**src/rtl/sector_locator.sv**
```systemverilog
module sector_locator #(
  parameter int ADDR_W  = 16,
  parameter int CHIP_AW = 13,
  parameter int N0 = 2,  parameter int L0 = 8,
  parameter int N1 = 1,  parameter int L1 = 9,
  parameter int N2 = 3,  parameter int L2 = 10,
  parameter int N3 = 0,  parameter int L3 = 8,
  parameter int UNI_N = 16,
  parameter int UNI_L = 8,
  localparam bit UNI  = (N0 == 0),
  localparam int EN0 = UNI ? UNI_N : N0,
  localparam int EN1 = UNI ? 0 : N1,
  localparam int EN2 = UNI ? 0 : N2,
  localparam int EN3 = UNI ? 0 : N3,
  localparam int TOTAL = EN0 + EN1 + EN2 + EN3,
  localparam int SEC_W = (TOTAL > 1) ? $clog2(TOTAL) : 1
) (
  input  logic               clk,
  input  logic               rst_n,
  input  logic               lk_valid,
  input  logic [ADDR_W-1:0]  lk_addr,
  input  logic               er_set,
  input  logic [ADDR_W-1:0]  er_addr,
  input  logic               er_clear,
  output logic               res_valid,
  output logic               res_err,
  output logic               res_erasing,
  output logic [SEC_W-1:0]   res_sector,
  output logic [CHIP_AW:0]   res_len,
  output logic [CHIP_AW-1:0] res_base
);

  localparam int unsigned EL0 = UNI ? UNI_L : L0;
  localparam int unsigned EL1 = L1;
  localparam int unsigned EL2 = L2;
  localparam int unsigned EL3 = L3;
  localparam int unsigned SZ0 = EN0 << EL0;
  localparam int unsigned SZ1 = EN1 << EL1;
  localparam int unsigned SZ2 = EN2 << EL2;
  localparam int unsigned SZ3 = EN3 << EL3;
  localparam int unsigned BASE [4] = '{0, SZ0, SZ0 + SZ1, SZ0 + SZ1 + SZ2};
  localparam int unsigned SIZE [4] = '{SZ0, SZ1, SZ2, SZ3};
  localparam int unsigned LOGL [4] = '{EL0, EL1, EL2, EL3};
  localparam int unsigned FIRST[4] = '{0, EN0, EN0 + EN1, EN0 + EN1 + EN2};

  typedef struct packed {
    logic               hit;
    logic [SEC_W-1:0]   sec;
    logic [CHIP_AW:0]   len;
    logic [CHIP_AW-1:0] base;
  } loc_t;

  function automatic loc_t locate(input logic [ADDR_W-1:0] a);
    loc_t        r;
    int unsigned off;
    r   = '0;
    off = 32'(a[CHIP_AW-1:0]);
    for (int i = 0; i < 4; i++) begin
      if (off >= BASE[i] && off < BASE[i] + SIZE[i]) begin
        r.hit  = 1'b1;
        r.sec  = SEC_W'(FIRST[i] + ((off - BASE[i]) >> LOGL[i]));
        r.len  = (CHIP_AW+1)'(32'd1 << LOGL[i]);
        r.base = CHIP_AW'(off & ~((32'd1 << LOGL[i]) - 32'd1));
      end
    end
    return r;
  endfunction

  loc_t             lk_loc, er_loc;
  logic [TOTAL-1:0] emap;

  assign lk_loc = locate(lk_addr);
  assign er_loc = locate(er_addr);

  always_ff @(posedge clk) begin
    if (!rst_n)                   emap <= '0;
    else if (er_clear)            emap <= '0;
    else if (er_set && er_loc.hit) emap[er_loc.sec] <= 1'b1;
  end

  always_ff @(posedge clk) begin
    if (!rst_n) begin
      res_valid   <= 1'b0;
      res_err     <= 1'b0;
      res_erasing <= 1'b0;
      res_sector  <= '0;
      res_len     <= '0;
      res_base    <= '0;
    end else begin
      res_valid   <= lk_valid;
      res_err     <= !lk_loc.hit;
      res_erasing <= lk_loc.hit && emap[lk_loc.sec];
      res_sector  <= lk_loc.sec;
      res_len     <= lk_loc.len;
      res_base    <= lk_loc.base;
    end
  end

  a_r6_valid_follows: assert property (@(posedge clk) disable iff (!rst_n)
    lk_valid |=> res_valid);
  a_r6_valid_drops: assert property (@(posedge clk) disable iff (!rst_n)
    !lk_valid |=> !res_valid);
  a_r5_err_clean: assert property (@(posedge clk) disable iff (!rst_n)
    (res_valid && res_err) |-> (!res_erasing && res_len == '0 && res_base == '0));
  a_r4_base_aligned: assert property (@(posedge clk) disable iff (!rst_n)
    (res_valid && !res_err) |-> (({1'b0, res_base} & (res_len - 1'b1)) == '0));
  a_r3_sector_range: assert property (@(posedge clk) disable iff (!rst_n)
    (res_valid && !res_err) |-> (32'(res_sector) < TOTAL));
  a_r8_clear_wins: assert property (@(posedge clk) disable iff (!rst_n)
    er_clear |=> (emap == '0));
  a_r7_set_marks: assert property (@(posedge clk) disable iff (!rst_n)
    (er_set && !er_clear && er_loc.hit) |=> emap[$past(er_loc.sec)]);

endmodule

```
**config.mk**
```make
export PLATFORM = sky130hd
export DESIGN_NAME = sector_locator
export DESIGN_NICKNAME = d
export VERILOG_FILES = /design/src/rtl/sector_locator.sv
export SDC_FILE = /design/constraint.sdc
export NUM_CORES = 1
export LEC_CHECK = 0
export BUFFER_PORTS_ARGS = -buffer_cell sky130_fd_sc_hd__buf_2
export CORE_MARGIN = 4
export CORE_UTILIZATION = 41
export CTS_CLUSTER_SIZE = 10
export DETAILED_ROUTE_END_ITERATION = 10
export GPL_ROUTABILITY_DRIVEN = 0
export GPL_TIMING_DRIVEN = 1
export MAX_ROUTING_LAYER = met4
export PLACE_DENSITY = 0.88
export SLEW_MARGIN = 20
export SYNTH_ARGS = -nofsm -noshare
export SYNTH_HDL_FRONTEND = slang
export SYNTH_SLANG_ARGS = --single-unit
```
**constraint.sdc**
```tcl
create_clock -name clk -period 2.06 [get_ports clk]
set_input_delay 0.309 -clock clk [delete_from_list [all_inputs] [get_ports clk]]
set_output_delay 0.309 -clock clk [all_outputs]
set_load 0.02 [all_outputs]
```
; Word level (Yosys, flattened, before mapping)
; Cells that the tools add are included.
[classes]
add_sub_neg = 12
order_cmp = 15
n_mux = 12
bitwise_logic = 2
reduce_logical = 14
[op_table]
columns = cell, n
row1 = 31-bit 2-to-1 mux, 8
row2 = 13-bit by 10-bit >= comparator with 1-bit output (second input constant), 2
row3 = 13-bit by 11-bit >= comparator with 1-bit output (second input constant), 2
row4 = 13-bit >= comparator (second input constant), 2
row5 = 13-bit by 10-bit < comparator with 1-bit output (second input constant), 2
row6 = 13-bit by 11-bit < comparator with 1-bit output (second input constant), 2
row7 = 13-bit < comparator (second input constant), 2
row8 = 13-bit by 11-bit subtractor with 13-bit output (second input constant), 2
row9 = 12-bit by 10-bit subtractor with 12-bit output (second input constant), 2
row10 = 11-bit by 1-bit subtractor with 11-bit output (second input constant), 2
row11 = 2-bit by 3-bit adder with 3-bit output (first input constant), 4
row12 = 1-bit logical AND, 9
row13 = 3-bit by 4-bit < comparator with 1-bit output (second input constant), 2
row14 = 3-bit adder (first input constant), 2
row15 = 6-bit OR, 1
row16 = 2-bit OR reduction, 2
row17 = 4-bit OR reduction, 1
row18 = 1-bit binary-select mux with 3-bit select, 1
row19 = 1-bit demux with 3-bit select, 1
row20 = 3-bit by 1-bit >= comparator with 1-bit output (second input constant), 1
row21 = 3-bit OR reduction, 1
row22 = 1-bit 2-to-1 mux, 2
row23 = 1-bit logical NOT, 1
row24 = 1-bit inverter, 1
[word_totals]
reg_bits = 39
in_bits = 37
wordCells = 66

; Longest topological paths before layout
[logic_depth]
word_depth = 10
depth_mapped = 9

; Worst setup path after synthesis
; OpenSTA, ideal clock, no wires.
[synth_timing]
kind = input to register
startpoint = input port lk_addr[10]
endpoint = register res_erasing
t_arrival_ns = 1.840
setup_slack_ns = 0.091
cell_stages = 8
n_path_buf = 1
cell_sequence = inv_1 ha_1 clkbuf_1 o21ai_0 a31oi_4 mux2_2 nand4b_1 o31ai_4
[synth_between]
elab_chain_len = 8
elab_cells_between_ends = 22
classes_between = add/sub: 6 / order compare: 6 / mux: 6 / reduce/logical: 4
[synth_rtl]
columns = item, line_no
row1 = start: declaration, 21  ; input logic [ADDR_W-1:0] lk_addr,
row2 = "12-bit by 10-bit subtractor with 12-bit output, or another cell as far along", 61  ; r.sec = SEC_W'(FIRST[i] + ((off - BASE[i]) >> LOGL[i]));
row3 = "2-bit by 3-bit adder with 3-bit output, or another cell as far along", 61
row4 = 31-bit 2-to-1 mux (2 in series), 59  ; if (off >= BASE[i] && off < BASE[i] + SIZE[i]) begin
row5 = 31-bit 2-to-1 mux *, 59
row6 = 1-bit binary-select mux with 3-bit select, 92  ; res_erasing <= lk_loc.hit && emap[lk_loc.sec];
row7 = 1-bit 2-to-1 mux (not written as such), 92
row8 = 1-bit logical AND *, 92
row9 = end signal: assignment, 92
row10 = end: declaration, 27  ; output logic res_erasing,
; Mark *: on every way between the ends. The rest lies on a longest branch, timed or not. The select of a mux whose other input is x is not followed.
; A chain may end at the register's enable or synchronous reset.

; Final worst setup path
; Ends and elaborated chain as after synthesis.

==> reports/metrics.csv <==
stage;metric;value;unit
final_layout;Area Overhead vs Synth;19.82;%
yosys;Yosys Warn Count;0;
global_routing;gr usage total;0.1235;
sta;Setup-failing EPs final;0;
clock_network;clock latency on the worst-skew pair;0.30;ns
setup_path;critical path endpoint category;flip-flop;
clock_network;CTS max path bufs;2;
routing;ANT nets after route;0;
clock_network;htree depth;1;
clock_network;Sink Count;20;
routing;Wirelength per Cell;10.66;um
global_routing;Overflow after GRT;0;
yosys;register area share after synthesis;0.2819;
status;status;completed;
hold_path;Worst Hold Class;in2reg;
routing;via/cell ratio;4.552;
place;placed inst area;0.001679;mm2
place;DP HPWL;2327;um
yosys;Post-synth EDFFs;0;
final_layout;diodes inserted;0;
floorplanning;Die X;66.86;um
final_layout;share of layout cells above drive strength 1;0.3398;
routing;1st-iter DRT viols;50;
clock_network;hold_buf cts;0;
final_layout;fin cells;252;
sta;Final Max Tran Viols;0;
yosys;Async S/R FF share, synth;0;
sta;TNS Setup;0;ns
global_routing;vias in the first global route;989;
setup_path;critical path arrival;1.88;ns
global_routing;first-pass GRT wire length;4174;um
routing;routed via count;1147;
clock_network;post_cts resized;0;
final_layout;Layout Utilization;0.5099;
clock_network;root cell of the clock tree;clkbuf_4;
sta;period utilization;0.8219;
routing;DRT Pass-1 Iters;4;
sta;Final Hold Viols;0;
power;leakage dissipation;0.0008112;uW
yosys;cells after synthesis;153;
routing;DRC;0;
sta;Fmax;590.6;MHz
sta;Tmin final;1.693;ns
floorplanning;Starting Density;0.4256;
clock_network;TritonCTS buffer count;3;
setup_path;Crit Path Category;in2reg;
power;PD cells;479.0;mW/mm2
floorplanning;row cnt;21;
hold_path;Hold Crit Start;lk_valid;
clock_network;CTS tree;yes;
setup_path;WP data required;2.24;ns
global_routing;largest net degree at the start of global routing;11;
floorplanning;die height;66.86;um
setup_path;CP startpoint;lk_addr[10];
floorplanning;Core Footprint;0.003337;mm2
yosys;Synth cell types;44;
yosys;Mean Syn Cell Area;9.282;um2
power;Max rail drop VDD;0.1744;mV
floorplanning;die area;0.004470;mm2
yosys;FF+latch count, synth;20;
setup_path;highest-delay cell along the critical path;mux2_2;
yosys;Syn Std Cell Area;0.001420;mm2
yosys;Area contributors post-synth;dfxtp_1 28%, ha_1 11%, buf_4 10%;
yosys;Yosys top cell area share;0.2819;
final_layout;final net count;257;
setup_path;FF-to-FF Start;emap[4]$_SDFFE_PP0P_;
setup_path;CP Launch Type;primary input;
place;PortBufs;44;
sta;RSZ-0062 raised after global routing;false;
setup_path;Max FO, Critical Path;5;
yosys;Primary FF master, synth;dfxtp_1;
yosys;Synth area leader;dfxtp_1;
clock_network;clock slew at reported path FFs;0.10;ns
routing;final WL;2687;um
clock_network;post-CTS setup buffers;0;
setup_path;Critical Path Max Stage Delay;0.36;ns
setup_path;CP Cell Sequence;buf_2, inv_1, ha_1, nand2_1, o21ai_0, a31oi_4, mux2_2, nand4b_1, o31ai_4;
job;max-cap viol count;0;
sta;Worst Skew;0.003161;ns
place;Cells after DPL;249;
floorplanning;count of boundary I/O pins;70;
global_routing;initial antenna violation count;0;
final_layout;design area;0.001702;mm2
-- layer usage --
metal  global-route usage  share of wire
met1               0.1446           0.40
met2               0.2116           0.51
met3              0.02192          0.077
met4              0.04304          0.012
met5                    -              0
-- cell usage in the layout, fill, tap and decap left out, types with 4 or more instances in the layout --
| cell type | n |
|---|---|
| o21ai_1 | 6 |
| conb_1 | 20 |
| and2_1 | 6 |
| nand2_1 | 9 |
| nor2_1 | 13 |
| inv_1 | 6 |
| a21oi_1 | 4 |
| buf_2 | 44 |
| ha_1 | 12 |
| buf_4 | 8 |
| dfxtp_1 | 20 |
-- report_power, final --
group          internal (uW)  switching (uW)  leakage [uW]  total, uW
sequential               398            2.46      0.000163        400
clock                   68.2             107     0.0000138        175
combinational           94.4             145      0.000634        240
-- final cells by class --
| type | instances | area (um2) |
|---|---|---|
| multi-input combinational | 122 | 907.1 |
| fill | 312 | 1635 |
| sequential | 20 | 400.4 |
| timing repair buffer | 52 | 280.3 |
| clock buffer | 3 | 22.52 |
| tap | 46 | 57.56 |
| inverter | 9 | 33.78 |
-- critical path, delay by kind of cell --
| kind | cells | cell delay [ns] |
|---|---|---|
| multiplexers | 1 | 0.36 |
| buffers and inverters | 2 | 0.22 |
| AND/OR/NAND/NOR | 2 | 0.23 |
| AO/OA/AOI/OAI | 3 | 0.50 |
| adder cells (fa/ha/maj) | 1 | 0.25 |
-- metrics by stage --
| step | power (uW) | hold WS [ns] | setup WS (ns) |
|---|---|---|---|
| 6_report | 815.1 | 0.2146 | 0.3668 |
| 3_5_place_dp | 648.1 | 0.4397 | 0.03355 |
| 5_1_grt | 863.2 | 0.2073 | 0.2312 |
| 3_3_place_gp | 640.9 | 0.4327 | 0.07819 |
| 2_1_floorplan | 589.5 | 0.3859 | 0.09108 |
| 4_1_cts | 819.9 | 0.2095 | 0.3613 |
-- logic make-up after synthesis --
| logic type | after synthesis | share of synthesized area |
|---|---|---|
| other cells | 1 | 0.002641 |
| xor+xnor | 4 | 0.02467 |
| compound gates | 27 | 0.1753 |
| buf+inv | 30 | 0.1295 |
| fa+ha+maj | 12 | 0.1057 |
| mux | 6 | 0.04757 |
| simple gates | 53 | 0.2326 |
| flops | 20 | 0.2819 |
-- registers in the layout (all words and copies together), names as in the netlist --
name / count
res_erasing: 1
res_len: 3
res_base: 5
res_err: 1
res_valid: 1
emap: 6
res_sector: 3
-- synth_stat cells (all sizes together), types with 3 or more instances --
| master | n |
|---|---|
| buf | 20 |
| nor4 | 3 |
| inv | 9 |
| and2 | 6 |
| nor2 | 13 |
| nor2b | 3 |
| ha | 12 |
| mux2i | 3 |
| o21ai | 8 |
| nand3 | 3 |
| mux2 | 3 |
| nand3b | 3 |
| a21oi | 4 |
| nand2 | 9 |
| dfxtp | 20 |
| nor3 | 4 |
| or3 | 3 |
| xnor2 | 3 |
-- path summary, 6_finish.rpt --
check	endpoint	slack, ns	cells after the start
worst max-delay path	res_erasing$_SDFF_PN0_	0.37	9
worst min-delay path	res_valid$_SDFF_PN0_	0.21	2
worst max register to register	res_erasing$_SDFF_PN0_	1.13	3
worst min register to register	emap[1]$_SDFFE_PP0P_	0.45	2
Note: power is estimated with default switching activity, not from simulation.
